File: src/rtl/acs_pkg.sv
// Shared constants for the audio clock tree controller: register word
// indices, field positions and gate bit assignments.
package acs_pkg;
    localparam int WORD_LSB   = 2;     // byte address bits below the word index
    localparam int IDX_SRC    = 0;     // source select word (byte 0x0)
    localparam int IDX_DIV    = 1;     // divider ratio word (byte 0x4)
    localparam int IDX_GATE   = 2;     // gate enable word   (byte 0x8)

    localparam int SRC_MAIN_BIT = 0;   // main source select bit
    localparam int SRC_I2S_LSB  = 2;   // I2S source select field [3:2]
    localparam int SRC_I2S_W    = 2;

    localparam int GATE_W       = 6;
    localparam int G_DSP        = 0;
    localparam int G_MEM        = 1;
    localparam int G_I2S_BUS    = 2;
    localparam int G_I2S_BIT    = 3;
    localparam int G_PCM_BUS    = 4;
    localparam int G_PCM_BIT    = 5;

    typedef enum logic [SRC_I2S_W-1:0] {
        I2S_FROM_MAIN  = 2'd0,
        I2S_FROM_CODEC = 2'd1,
        I2S_FROM_EXT   = 2'd2,
        I2S_FROM_NONE  = 2'd3
    } i2s_src_e;
endpackage

File: src/rtl/acs_regbank.sv
// Register bank: decodes aligned byte addresses into three words, keeps only
// the defined fields, and returns them on a combinational read path.
// Assumes single-cycle writes; unmapped or misaligned accesses do nothing.
module acs_regbank
    import acs_pkg::*;
#(
    parameter int ADDR_W       = 4,
    parameter int DATA_W       = 32,
    parameter int RW           = 4,
    parameter bit HAS_MEM_GATE = 1'b0
) (
    input  logic                 clk,
    input  logic                 rst_n,
    input  logic                 wr_en,
    input  logic [ADDR_W-1:0]    addr,
    input  logic [DATA_W-1:0]    wdata,
    output logic [DATA_W-1:0]    rdata,
    output logic                 main_sel,
    output logic [SRC_I2S_W-1:0] i2s_sel,
    output logic [RW-1:0]        dsp_ratio,
    output logic [RW-1:0]        bus_ratio,
    output logic [RW-1:0]        i2s_ratio,
    output logic [GATE_W-1:0]    gate
);
    localparam int WORD_W = ADDR_W - WORD_LSB;

    logic [WORD_W-1:0] word;
    logic              aligned;
    logic              hit_src, hit_div, hit_gate;
    logic              wdata_unused;

    assign word     = addr[ADDR_W-1:WORD_LSB];
    assign aligned  = (addr[WORD_LSB-1:0] == '0);
    assign hit_src  = aligned && (int'(word) == IDX_SRC);
    assign hit_div  = aligned && (int'(word) == IDX_DIV);
    assign hit_gate = aligned && (int'(word) == IDX_GATE);
    assign wdata_unused = ^wdata;

    // Source select and divider ratio storage.
    always_ff @(posedge clk) begin
        if (!rst_n) begin
            main_sel  <= 1'b0;
            i2s_sel   <= '0;
            dsp_ratio <= '0;
            bus_ratio <= '0;
            i2s_ratio <= '0;
        end else if (wr_en) begin
            if (hit_src) begin
                main_sel <= wdata[SRC_MAIN_BIT];
                i2s_sel  <= wdata[SRC_I2S_LSB +: SRC_I2S_W];
            end
            if (hit_div) begin
                dsp_ratio <= wdata[0 +: RW];
                bus_ratio <= wdata[RW +: RW];
                i2s_ratio <= wdata[2*RW +: RW];
            end
        end
    end

    // Gate storage; bit 1 is writable only in the memory-gate variant.
    for (genvar g = 0; g < GATE_W; g++) begin : g_gate
        if (g != G_MEM || HAS_MEM_GATE) begin : g_rw
            // Writable gate bit.
            always_ff @(posedge clk) begin
                if (!rst_n)
                    gate[g] <= 1'b0;
                else if (wr_en && hit_gate)
                    gate[g] <= wdata[g];
            end
        end else begin : g_reserved
            // Reserved bit keeps its reset value whatever is written.
            always_ff @(posedge clk) begin
                if (!rst_n)
                    gate[g] <= 1'b0;
            end
        end
    end

    // Combinational readback of the addressed word with undefined bits at 0.
    always_comb begin
        rdata = '0;
        if (hit_src) begin
            rdata[SRC_MAIN_BIT]               = main_sel;
            rdata[SRC_I2S_LSB +: SRC_I2S_W]   = i2s_sel;
        end
        if (hit_div)
            rdata[3*RW-1:0] = {i2s_ratio, bus_ratio, dsp_ratio};
        if (hit_gate)
            rdata[GATE_W-1:0] = gate;
    end
endmodule

File: src/rtl/acs_src_sel.sv
// Source selection: picks the main audio enable stream and the I2S enable
// stream from the tick inputs. Purely combinational; code 3 on the I2S
// select yields no pulses.
module acs_src_sel
    import acs_pkg::*;
(
    input  logic                 osc_tick,
    input  logic                 pll_tick,
    input  logic                 codec_tick,
    input  logic                 ext_tick,
    input  logic                 main_sel,
    input  logic [SRC_I2S_W-1:0] i2s_sel,
    output logic                 main_en,
    output logic                 i2s_en
);
    // Main source mux.
    assign main_en = main_sel ? pll_tick : osc_tick;

    // I2S source mux including the empty code.
    always_comb begin
        unique case (i2s_src_e'(i2s_sel))
            I2S_FROM_MAIN:  i2s_en = main_en;
            I2S_FROM_CODEC: i2s_en = codec_tick;
            I2S_FROM_EXT:   i2s_en = ext_tick;
            default:        i2s_en = 1'b0;
        endcase
    end
endmodule

File: src/rtl/acs_divider.sv
// Enable-pulse divider: emits one pulse per (ratio+1) input pulses, in the
// same cycle as the input pulse that completes the count. The programmed
// ratio is loaded only at terminal count, so a period is never cut short.
module acs_divider #(
    parameter int RW = 4
) (
    input  logic          clk,
    input  logic          rst_n,
    input  logic          in_en,
    input  logic [RW-1:0] ratio,
    output logic          out_en
);
    logic [RW-1:0] cnt_q;
    logic [RW-1:0] act_q;

    assign out_en = in_en && (cnt_q == act_q);

    // Count input pulses; reload counter and active ratio at terminal count.
    always_ff @(posedge clk) begin
        if (!rst_n) begin
            cnt_q <= '0;
            act_q <= '0;
        end else if (in_en) begin
            if (cnt_q == act_q) begin
                cnt_q <= '0;
                act_q <= ratio;
            end else begin
                cnt_q <= cnt_q + 1'b1;
            end
        end
    end
endmodule

File: src/rtl/acs_gate_out.sv
// Output gating: ANDs each divided stream with its gate bit and registers
// the result, one flop per enable output. The PCM bus enable is taken from
// the gated PCM bit enable. The memory enable exists only in that variant.
module acs_gate_out
    import acs_pkg::*;
#(
    parameter bit HAS_MEM_GATE = 1'b0
) (
    input  logic              clk,
    input  logic              rst_n,
    input  logic              dsp_pulse,
    input  logic              bus_pulse,
    input  logic              i2s_pulse,
    input  logic              pcm_tick,
    input  logic [GATE_W-1:0] gate,
    output logic              dsp_clk_en,
    output logic              mem_clk_en,
    output logic              i2s_bus_en,
    output logic              i2s_bit_en,
    output logic              pcm_bus_en,
    output logic              pcm_bit_en
);
    logic pcm_bit_gated;

    assign pcm_bit_gated = pcm_tick && gate[G_PCM_BIT];

    // Register the always-present gated enables.
    always_ff @(posedge clk) begin
        if (!rst_n) begin
            dsp_clk_en <= 1'b0;
            i2s_bus_en <= 1'b0;
            i2s_bit_en <= 1'b0;
            pcm_bit_en <= 1'b0;
            pcm_bus_en <= 1'b0;
        end else begin
            dsp_clk_en <= dsp_pulse && gate[G_DSP];
            i2s_bus_en <= bus_pulse && gate[G_I2S_BUS];
            i2s_bit_en <= i2s_pulse && gate[G_I2S_BIT];
            pcm_bit_en <= pcm_bit_gated;
            pcm_bus_en <= pcm_bit_gated && gate[G_PCM_BUS];
        end
    end

    if (HAS_MEM_GATE) begin : g_mem
        // Register the internal-memory enable.
        always_ff @(posedge clk) begin
            if (!rst_n)
                mem_clk_en <= 1'b0;
            else
                mem_clk_en <= dsp_pulse && gate[G_MEM];
        end
    end else begin : g_no_mem
        logic mem_gate_unused;
        assign mem_gate_unused = gate[G_MEM];
        assign mem_clk_en      = 1'b0;
    end
endmodule

File: src/rtl/audio_clk_ctrl.sv
// Audio subsystem clock tree controller top: register bank, source muxes,
// three enable dividers (DSP, cascaded bus, I2S) and registered gates.
// Assumes all tick inputs are single-cycle pulses synchronous to clk.
module audio_clk_ctrl
    import acs_pkg::*;
#(
    parameter int ADDR_W       = 4,
    parameter int DATA_W       = 32,
    parameter int RW           = 4,
    parameter bit HAS_MEM_GATE = 1'b0
) (
    input  logic              clk,
    input  logic              rst_n,
    input  logic              bus_wr,
    input  logic [ADDR_W-1:0] bus_addr,
    input  logic [DATA_W-1:0] bus_wdata,
    output logic [DATA_W-1:0] bus_rdata,
    input  logic              osc_tick,
    input  logic              pll_tick,
    input  logic              codec_tick,
    input  logic              ext_aud_tick,
    input  logic              pcm_div_tick,
    output logic              dsp_clk_en,
    output logic              mem_clk_en,
    output logic              i2s_bus_en,
    output logic              i2s_bit_en,
    output logic              pcm_bus_en,
    output logic              pcm_bit_en
);
    logic                 main_sel_q;
    logic [SRC_I2S_W-1:0] i2s_sel_q;
    logic [RW-1:0]        dsp_ratio_q, bus_ratio_q, i2s_ratio_q;
    logic [GATE_W-1:0]    gate_q;
    logic                 main_en, i2s_en;
    logic                 dsp_pulse, bus_pulse, i2s_pulse;

    acs_regbank #(
        .ADDR_W(ADDR_W), .DATA_W(DATA_W), .RW(RW), .HAS_MEM_GATE(HAS_MEM_GATE)
    ) u_regs (
        .clk(clk), .rst_n(rst_n), .wr_en(bus_wr), .addr(bus_addr),
        .wdata(bus_wdata), .rdata(bus_rdata), .main_sel(main_sel_q),
        .i2s_sel(i2s_sel_q), .dsp_ratio(dsp_ratio_q), .bus_ratio(bus_ratio_q),
        .i2s_ratio(i2s_ratio_q), .gate(gate_q)
    );

    acs_src_sel u_src (
        .osc_tick(osc_tick), .pll_tick(pll_tick), .codec_tick(codec_tick),
        .ext_tick(ext_aud_tick), .main_sel(main_sel_q), .i2s_sel(i2s_sel_q),
        .main_en(main_en), .i2s_en(i2s_en)
    );

    acs_divider #(.RW(RW)) u_div_dsp (
        .clk(clk), .rst_n(rst_n), .in_en(main_en), .ratio(dsp_ratio_q),
        .out_en(dsp_pulse)
    );

    acs_divider #(.RW(RW)) u_div_bus (
        .clk(clk), .rst_n(rst_n), .in_en(dsp_pulse), .ratio(bus_ratio_q),
        .out_en(bus_pulse)
    );

    acs_divider #(.RW(RW)) u_div_i2s (
        .clk(clk), .rst_n(rst_n), .in_en(i2s_en), .ratio(i2s_ratio_q),
        .out_en(i2s_pulse)
    );

    acs_gate_out #(.HAS_MEM_GATE(HAS_MEM_GATE)) u_gate (
        .clk(clk), .rst_n(rst_n), .dsp_pulse(dsp_pulse), .bus_pulse(bus_pulse),
        .i2s_pulse(i2s_pulse), .pcm_tick(pcm_div_tick), .gate(gate_q),
        .dsp_clk_en(dsp_clk_en), .mem_clk_en(mem_clk_en),
        .i2s_bus_en(i2s_bus_en), .i2s_bit_en(i2s_bit_en),
        .pcm_bus_en(pcm_bus_en), .pcm_bit_en(pcm_bit_en)
    );
endmodule

File: config.mk
export PLATFORM = sky130hd
export DESIGN_NAME = audio_clk_ctrl
export DESIGN_NICKNAME = d
export VERILOG_FILES = /design/src/rtl/acs_pkg.sv /design/src/rtl/acs_regbank.sv /design/src/rtl/acs_src_sel.sv /design/src/rtl/acs_divider.sv /design/src/rtl/acs_gate_out.sv /design/src/rtl/audio_clk_ctrl.sv
export SDC_FILE = /design/constraint.sdc
export NUM_CORES = 1
export LEC_CHECK = 0
export BUFFER_PORTS_ARGS = -buffer_cell sky130_fd_sc_hd__buf_4
export CORE_MARGIN = 3
export CORE_UTILIZATION = 45
export DETAILED_ROUTE_END_ITERATION = 8
export GPL_TIMING_DRIVEN = 0
export HOLD_SLACK_MARGIN = 0.03
export PLACE_DENSITY_LB_ADDON = 0.2
export SKIP_LAST_GASP = 1
export SLEW_MARGIN = 20
export SYNTH_ARGS = -nofsm -noshare
export SYNTH_HDL_FRONTEND = slang
export SYNTH_HIERARCHICAL = 1
export SYNTH_SLANG_ARGS = --single-unit
File: constraint.sdc
create_clock -name clk -period 2.79 [get_ports clk]
set_input_delay 0 -clock clk [delete_from_list [all_inputs] [get_ports clk]]
set_output_delay 0 -clock clk [all_outputs]
set_load 0.02 [all_outputs]
Yosys cells after proc, flatten, opt, wreduce, memory -nomap -nowiden
Index checks and enable logic that the tools add are counted.
{ "op_classes": {"n_addsub": 3, "eq_ne": 7, "muxes": 9, "n_reduce_logical": 20} }
{ "op_table": {"columns": ["operator", "n"], "rows": [
  ["adder 4 x 1 -> 4 bit, second input constant", 3],
  ["== test 4 bit", 3],
  ["logical AND 1 bit", 12],
  ["2-to-1 mux 12 bit", 1],
  ["2-to-1 mux 4 bit", 3],
  ["AND reduction 2 bit", 5],
  ["== test 2 bit, second input constant", 3],
  ["logical NOT 2 bit", 3],
  ["2-to-1 mux 6 bit", 1],
  ["case mux 1 bit (3 select lines)", 1],
  ["== test 2 x 1 -> 1 bit, second input constant", 1],
  ["2-to-1 mux 1 bit", 2],
  ["2-to-1 mux 2 bit", 1]
]} }
{ "totals": {"elab_cells": 60, "inputBits": 44, "out_inout_bits": 38, "ff_bits": 49} }

Longest topological paths before layout
Gate-level depths: netlist of run 1.
{ "logic_depth": {"word_depth": 5, "mapped_depth": 7, "ltp_nobuf": 7} }

Cells and area by module
The synthesis of run 1 kept the hierarchy.
{ "modules_own_cells": {"columns": ["module", "n_inst", "area_each_um2", "seq_area_each_um2", "cells_per_inst"], "rows": [
  ["acs_divider", 3, 411.6, 160.2, 45],
  ["acs_regbank", 1, 1103.6, 400.4, 126],
  ["acs_gate_out", 1, 150.1, 100.1, 12],
  ["acs_src_sel", 1, 35.0, 0.0, 4]
]} }

Least setup slack after synthesis of run 1
No wires, ideal clock.
{ "synth_path": {"path_kind": "reg-to-reg", "start": "register u_div_dsp.cnt_q[2]", "end": "register u_div_bus.act_q[0]", "path_buffers": 0, "t_arrival_ns": 1.423, "stages_incl_launch_ff": 7, "slack_ns": 1.296, "cell_sequence": "dfxtp_1 > xnor2_1 > nand4_2 > nor2_4 > inv_1 > nor2_4 > mux2i_1"} }
{ "synth_between": {"elab_chain_cells": 3} }
{ "synth_rtl": {"columns": ["element", "line_no", "text"], "rows": [
  ["from (decl)", "acs_divider.sv:13", "logic [RW-1:0] cnt_q;"],
  ["from (signal assigned)", "acs_divider.sv:28", "cnt_q <= cnt_q + 1'b1;"],
  ["== test 4 bit", "acs_divider.sv:16", "assign out_en = in_en && (cnt_q == act_q);"],
  ["logical AND 1 bit", "acs_divider.sv:16", null],
  ["via dsp_pulse", "audio_clk_ctrl.sv:35", "logic dsp_pulse, bus_pulse, i2s_pulse;"],
  ["AND reduction 2 bit (no source line)", null, null],
  ["to (signal assigned)", "acs_divider.sv:26", "act_q <= ratio;"],
  ["to (decl)", "acs_divider.sv:14", "logic [RW-1:0] act_q;"]
]} }
The timed path passes the listed nets, and every way through them passes these cells.
A chain may end at the register's enable or synchronous reset.

Final worst setup path of run 1
{ "layout_path": {"start": "register u_div_dsp.cnt_q[2]", "end": "register u_div_bus.act_q[2]"} }
Same word-level chain as after synthesis.

==> results_tabular.tex, run 1 <==
\begin{tabular}{lr}
\hline
Metric & Value \\
\hline
\multicolumn{2}{l}{\textbf{Run status}} \\
Run status & completed \\
\multicolumn{2}{l}{\textbf{Timing}} \\
Final setup margin & 1004 ps \\
Number of hold violations in the final report & 0 \\
RSZ-0062 raised after global routing & no \\
Total negative setup slack & 0 ps \\
Final worst path period share & 64.02\% \\
Timing-limited maximum frequency & 0.5599 GHz \\
Worst slew margin relative to its limit & 45.96\% \\
Hold slack & 65.66 ps \\
Setup skew after layout & 6.733 ps \\
Time the final worst path needs with I/O delays and setup & 1786 ps \\
Count of pins over their slew limit & 0 \\
Actual transition at the worst max-transition pin & 803.1 ps \\
Total of endpoints with negative setup slack in the final report & 0 \\
\multicolumn{2}{l}{\textbf{Critical path}} \\
Critical-path cell list & xnor2\_1 > nand4\_2 > nor2\_4 > inv\_1 > nor2\_4 > mux2i\_1 \\
Crit Path Category & reg -> reg \\
Delay-heaviest family, CP & simple AND/OR/NAND/NOR gates \\
Number of cell instances on the worst register-to-register path & 6 \\
CP Buf/Inv Count & 1 \\
Endpoint class of the critical path & flip-flop \\
Kind of launch point of the worst setup path & flip-flop \\
Top fanout value on the critical path & 11 \\
Max incr delay on CP & 420 ps \\
Register-to-register setup slack & 1000 ps \\
Arrival time of data at the critical path endpoint & 2020 ps \\
Worst-path cell with the longest stage delay & sky130\_fd\_sc\_hd\_\_dfxtp\_1 \\
Critical path depth in cells & 6 \\
Cell mode on critical path & sky130\_fd\_sc\_hd\_\_nor2\_4 \\
Required time of the critical path & 3020 ps \\
\multicolumn{2}{l}{\textbf{Global routing}} \\
Pin count of the biggest net entering global routing & 20 \\
Wire length of the first global-routing pass & 8694 um \\
Number of global-route vias before repair & 1933 \\
Antenna violations before repair & 0 \\
GR Util All Layers & 17.17\% \\
GR Overflow Total & 0 \\
\multicolumn{2}{l}{\textbf{Finish}} \\
Count of antenna diodes in the layout & 0 \\
Number of fillers in the final layout & 497 \\
Share of layout cells above drive strength 1 & 25.07\% \\
Cell area after layout & 0.003181 mm2 \\
Area growth, synth to finish & 26.40\% \\
Final net count & 401 \\
\multicolumn{2}{l}{\textbf{Clock network}} \\
Insertion delay to the later sink of the worst-skew pair & 300 ps \\
TritonCTS clock tree & built \\
Depth of the CTS H-tree & 2 \\
Number of buffers added for setup after CTS & 0 \\
Root Buffer & sky130\_fd\_sc\_hd\_\_clkbuf\_8 \\
Count of instances resized after the clock tree is built & 0 \\
TritonCTS buffer count & 5 \\
Maximum clock path buffer count & 2 \\
Clock transition at the registers of the reported paths & 80 ps \\
Hold-fix buffers at CTS & 13 \\
Count of clock tree sinks & 49 \\
\multicolumn{2}{l}{\textbf{Placed design}} \\
Placed Area & 0.002968 mm2 \\
Detailed-placement wirelength estimate & 3939 um \\
I/O Buffers & 39 \\
Place WS & 1036 ps \\
GP Congestion & 0.8013 \\
\multicolumn{2}{l}{\textbf{Route}} \\
Routed wire per std cell & 12.54 um \\
Vias per cell & 4.762 \\
Vias after detailed routing & 2024 \\
Detail Route Antenna Nets & 0 \\
TritonRoute pass-1 iters & 4 \\
Total Routed Length & 5331 um \\
1st-iter DRT viols & 51 \\
Drt drc & 0 \\
\multicolumn{2}{l}{\textbf{Job}} \\
Max cap viols & 0 \\
\multicolumn{2}{l}{\textbf{Yosys}} \\
Per-instance average area after synthesis & 9.117 um2 \\
Synth Instances & 276 \\
Number of warnings printed during yosys synthesis & 6 \\
Cell area after synthesis & 0.002516 mm2 \\
\multicolumn{2}{l}{\textbf{Power}} \\
Lkg Pwr & 1.442 nW \\
Peak ir drop on the vdd network & 171.6 uV \\
Power per unit of standard cell area & 404.7 mW/mm2 \\
\multicolumn{2}{l}{\textbf{Die}} \\
Num ports & 82 \\
Total Die Area & 0.006525 mm2 \\
Die boundary width & 80.78 um \\
Effective utilization at floorplan & 47.74\% \\
Die span in y & 80.78 um \\
Number of rows in the core area & 26 \\
Core area & 0.005270 mm2 \\
\multicolumn{2}{l}{\textbf{Worst hold path}} \\
Path class of the lowest-slack min-delay path & in -> reg \\
Hold-critical path depth & 3 \\
\hline
\end{tabular}
-- final timing paths --
| path | startpoint | end |
|---|---|---|
| setup / recovery | u_div_dsp/cnt_q[2] | u_div_bus/act_q[2] |
| hold / removal | rst_n | u_div_dsp/act_q[1] |
| setup reg to reg | u_div_dsp/cnt_q[2] | u_div_bus/act_q[2] |
| hold reg to reg | u_regs/i2s_ratio[3] | u_div_i2s/act_q[3] |
-- sequential cells by signal, indices dropped and copies added, names as in the netlist --
signal / count
u_regs/i2s_sel: 2
u_gate/dsp_clk_en: 1
u_regs/main_sel: 1
u_div_bus/act_q: 4
u_div_bus/cnt_q: 4
u_gate/i2s_bit_en: 1
u_regs/bus_ratio: 4
u_div_i2s/act_q: 4
u_regs/dsp_ratio: 4
u_regs/i2s_ratio: 4
u_regs/gate: 5
u_div_i2s/cnt_q: 4
u_gate/pcm_bit_en: 1
u_div_dsp/act_q: 4
u_gate/pcm_bus_en: 1
u_div_dsp/cnt_q: 4
u_gate/i2s_bus_en: 1
-- worst reg2reg max path: stages (launching register included) --
cell                      delay, ps
sky130_fd_sc_hd__dfxtp_1        420
sky130_fd_sc_hd__xnor2_1        160
sky130_fd_sc_hd__nand4_2        190
sky130_fd_sc_hd__nor2_4         320
sky130_fd_sc_hd__inv_1          180
sky130_fd_sc_hd__nor2_4         240
sky130_fd_sc_hd__mux2i_1        210
-- layer usage --
layer	GRT usage, %	part of all wire (%)
met5	0	0
met4	4.054	1.1
met3	4.435	5.0
met2	28.89	46
met1	22.11	48
-- layout make-up --
cell class	instances	area [um2]	area share (%)
Buffer	31	207.7	6.530
Clock inverter	2	10.01	0.3147
Tap cell	70	87.58	2.754
Timing Repair Buffer	52	422.9	13.30
Clock buffer	6	72.57	2.282
Multi-Input combinational cell	212	1388	43.63
Sequential cell	49	980.9	30.84
Inverter	3	11.26	0.3541
-- per-stage QoR --
step,total power [mW],cells,util [%]
floorplan,0.8380,295,-
global placement,0.8891,404,56.32
detailed placement,0.8901,404,56.32
CTS,1.302,425,60.35
global route,1.347,425,60.35
finish,1.287,425,60.35
-- placed cells by master, fill, tap and decap left out, types with 4 or more instances in the layout --
cell	count
sky130_fd_sc_hd__mux2i_1	33
sky130_fd_sc_hd__nor2_1	6
sky130_fd_sc_hd__xnor2_1	9
sky130_fd_sc_hd__buf_4	61
sky130_fd_sc_hd__conb_1	21
sky130_fd_sc_hd__a21boi_0	9
sky130_fd_sc_hd__dfxtp_1	49
sky130_fd_sc_hd__o21ai_0	6
sky130_fd_sc_hd__and3_2	4
sky130_fd_sc_hd__xnor2_2	6
sky130_fd_sc_hd__dlygate4sd3_1	13
sky130_fd_sc_hd__and2_1	7
sky130_fd_sc_hd__clkbuf_1	8
sky130_fd_sc_hd__clkbuf_8	5
sky130_fd_sc_hd__nand2_1	77
-- where the power goes --
group	total, mW	internal, mW	switching, mW
combinational	0.180	0.0827	0.0970
clock	0.398	0.174	0.224
sequential	0.709	0.704	0.00497
total	1.29	0.961	0.326
No activity file was read; power rests on OpenSTA's default activity.
==> run 2, diff against run 1 <==
==> constraint.sdc (replaced) <==
create_clock -name clk -period 1.45 [get_ports clk]
set_input_delay 0 -clock clk [delete_from_list [all_inputs] [get_ports clk]]
set_output_delay 0 -clock clk [all_outputs]
set_load 0.02 [all_outputs]
==> run 2 against run 1 <==
  * The run now ends with setup timing left
  * Largest power group unchanged
  * Sequential share of layout area down 1.3 points
  * Non-clock buffer count grew 10
  * Flip-flop and latch count unchanged
  * Highest routed layer unchanged
  * Critical path depth unchanged
  * Clock skew fell by 0.91 ps
  * Core utilization is 3.0 points higher
  * Clock-buffer cell count increased by 1
==> results_tabular.tex, run 2 (synthesis gave the netlist of run 1 again) <==
\begin{tabular}{lr}
\hline
Metric & Value \\
\hline
\multicolumn{2}{l}{\textbf{Run status}} \\
Run status & complete, but fails checks \\
Failing checks & setup timing \\
\multicolumn{2}{l}{\textbf{Clock network}} \\
Count of clock tree sinks & 49 \\
Root Buffer & sky130\_fd\_sc\_hd\_\_clkbuf\_8 \\
Insertion delay to the later sink of the worst-skew pair & 300 ps \\
TritonCTS buffer count & 5 \\
TritonCTS clock tree & built \\
Maximum clock path buffer count & 2 \\
Depth of the CTS H-tree & 2 \\
Clock transition at the registers of the reported paths & 90 ps \\
\multicolumn{2}{l}{\textbf{Power}} \\
Lkg Pwr & 1.517 nW \\
Peak ir drop on the vdd network & 407.0 uV \\
Power per unit of standard cell area & 823.3 mW/mm2 \\
\multicolumn{2}{l}{\textbf{Worst hold path}} \\
Hold-critical path depth & 3 \\
Path class of the lowest-slack min-delay path & in -> reg \\
\multicolumn{2}{l}{\textbf{Critical path}} \\
CP Buf/Inv Count & 1 \\
Required time of the critical path & 1650 ps \\
Delay-heaviest family, CP & multiplexers \\
Critical path depth in cells & 6 \\
Top fanout value on the critical path & 6 \\
Kind of launch point of the worst setup path & flip-flop \\
Worst-path cell with the longest stage delay & sky130\_fd\_sc\_hd\_\_dfxtp\_2 \\
Endpoint class of the critical path & flip-flop \\
Crit Path Category & reg -> reg \\
Number of cell instances on the worst register-to-register path & 6 \\
Arrival time of data at the critical path endpoint & 1670 ps \\
Max incr delay on CP & 360 ps \\
Critical-path cell list & mux2\_4 > mux2i\_1 > o22ai\_2 > inv\_2 > nor2\_4 > and3\_4 \\
\multicolumn{2}{l}{\textbf{Finish}} \\
Number of fillers in the final layout & 474 \\
Flip-flop count of the largest register, all copies and words added & 5 \\
Area growth, synth to finish & 32.62\% \\
Share of layout cells above drive strength 1 & 30.68\% \\
Count of antenna diodes in the layout & 0 \\
Most common cell after layout, fill and taps aside & sky130\_fd\_sc\_hd\_\_nand2\_1 \\
Post-route core utilization & 63.32\% \\
Cell area after layout & 0.003337 mm2 \\
Register with the most flip-flops & u\_regs/gate \\
Final net count & 411 \\
Leading cell types in the layout, fill and taps excluded & sky130\_fd\_sc\_hd\_\_nand2\_1, sky130\_fd\_sc\_hd\_\_buf\_4, sky130\_fd\_sc\_hd\_\_dfxtp\_1 \\
\multicolumn{2}{l}{\textbf{Global routing}} \\
Wire length of the first global-routing pass & 8507 um \\
Antenna violations before repair & 0 \\
GR Util All Layers & 16.75\% \\
GR Overflow Total & 0 \\
Number of global-route vias before repair & 1863 \\
Pin count of the biggest net entering global routing & 20 \\
\multicolumn{2}{l}{\textbf{Die}} \\
Number of rows in the core area & 26 \\
Num ports & 82 \\
Core area & 0.005270 mm2 \\
Die span in y & 80.78 um \\
Total Die Area & 0.006525 mm2 \\
Die boundary width & 80.78 um \\
Effective utilization at floorplan & 47.74\% \\
\multicolumn{2}{l}{\textbf{Job}} \\
Max cap viols & 0 \\
\multicolumn{2}{l}{\textbf{Placed design}} \\
GP Congestion & 0.8239 \\
Placed Area & 0.002975 mm2 \\
I/O Buffers & 39 \\
Detailed-placement wirelength estimate & 3900 um \\
\multicolumn{2}{l}{\textbf{Route}} \\
TritonRoute pass-1 iters & 4 \\
Vias per cell & 4.706 \\
Drt drc & 0 \\
Routed wire per std cell & 12.50 um \\
Vias after detailed routing & 2047 \\
Total Routed Length & 5436 um \\
1st-iter DRT viols & 69 \\
Detail Route Antenna Nets & 0 \\
\multicolumn{2}{l}{\textbf{Timing}} \\
Timing-limited maximum frequency & 0.6816 GHz \\
Hold slack & 68.49 ps \\
Count of pins over their slew limit & 0 \\
Actual transition at the worst max-transition pin & 883.6 ps \\
Total of endpoints with negative setup slack in the final report & 4 \\
Final setup margin & -17.12 ps \\
Time the final worst path needs with I/O delays and setup & 1467 ps \\
Final worst path period share & 101.2\% \\
Setup skew after layout & 5.825 ps \\
RSZ-0062 raised after global routing & yes \\
Worst slew margin relative to its limit & 40.55\% \\
Number of hold violations in the final report & 0 \\
\hline
\end{tabular}
-- run 2: path summary, 6_finish.rpt --
kind / from / to / slack (ps)
setup reg to reg: u_regs/main_sel / u_gate/i2s_bit_en / -20
setup / recovery: u_regs/main_sel / u_gate/i2s_bit_en / -20
hold / removal: rst_n / u_div_i2s/act_q[1] / 70
hold reg to reg: u_regs/i2s_ratio[1] / u_div_i2s/act_q[1] / 480
-- run 2: worst min-delay path, stage by stage --
cell	delay [ps]
sky130_fd_sc_hd__buf_4	180
sky130_fd_sc_hd__nand2_1	80
sky130_fd_sc_hd__mux2i_1	50
-- run 2: report_power, final --
group	switching (mW)	internal, mW
logic	0.195	0.180
registers	0.00998	1.36
clock network	0.444	0.563
total	0.649	2.10
-- run 2: area by class of cell --
type | count | area, um2 | share of cell area, %
Clock buffer | 7 | 86.33 | 2.587
Multi-Input combinational cell | 212 | 1421 | 42.59
Clock inverter | 1 | 30.03 | 0.8999
Buffer | 31 | 209.0 | 6.262
Sequential cell | 49 | 987.2 | 29.58
Tap cell | 70 | 87.58 | 2.625
Timing Repair Buffer | 62 | 501.7 | 15.04
Inverter | 3 | 13.76 | 0.4124
-- run 2: metal layers --
metal / up-vias / share of wire, % / GRT usage [%] / routed length, um
met5: - / 0 / 0 / 0
met4: 0 / 1.0 / 4.561 / 56
met3: 5 / 7.5 / 3.326 / 407
met2: 71 / 47 / 28.23 / 2556
met1: 921 / 44 / 21.90 / 2415
li1: 1050 / - / - / -
-- run 2: timing repair --
item / in CTS / in global routing
hold buffers: 13 / 0
pin swaps: 6 / 7
resized for setup: 7 / 12
setup endpoints to repair: 18 / 22
setup buffers: 5 / 5
hold endpoints to repair: 21 / 0
-- run 2: through the flow --
stage | power (mW) | setup TNS (ps) | cells | worst slack [ps]
floorplan | 1.614 | 0 | 295 | 6.833
global placement | 1.712 | -1664 | 404 | -209.4
detailed placement | 1.713 | -1835 | 404 | -219.8
CTS | 2.752 | -79.46 | 430 | -29.43
global route | 2.854 | -1644 | 435 | -118.9
finish | 2.747 | -42.11 | 435 | -17.12
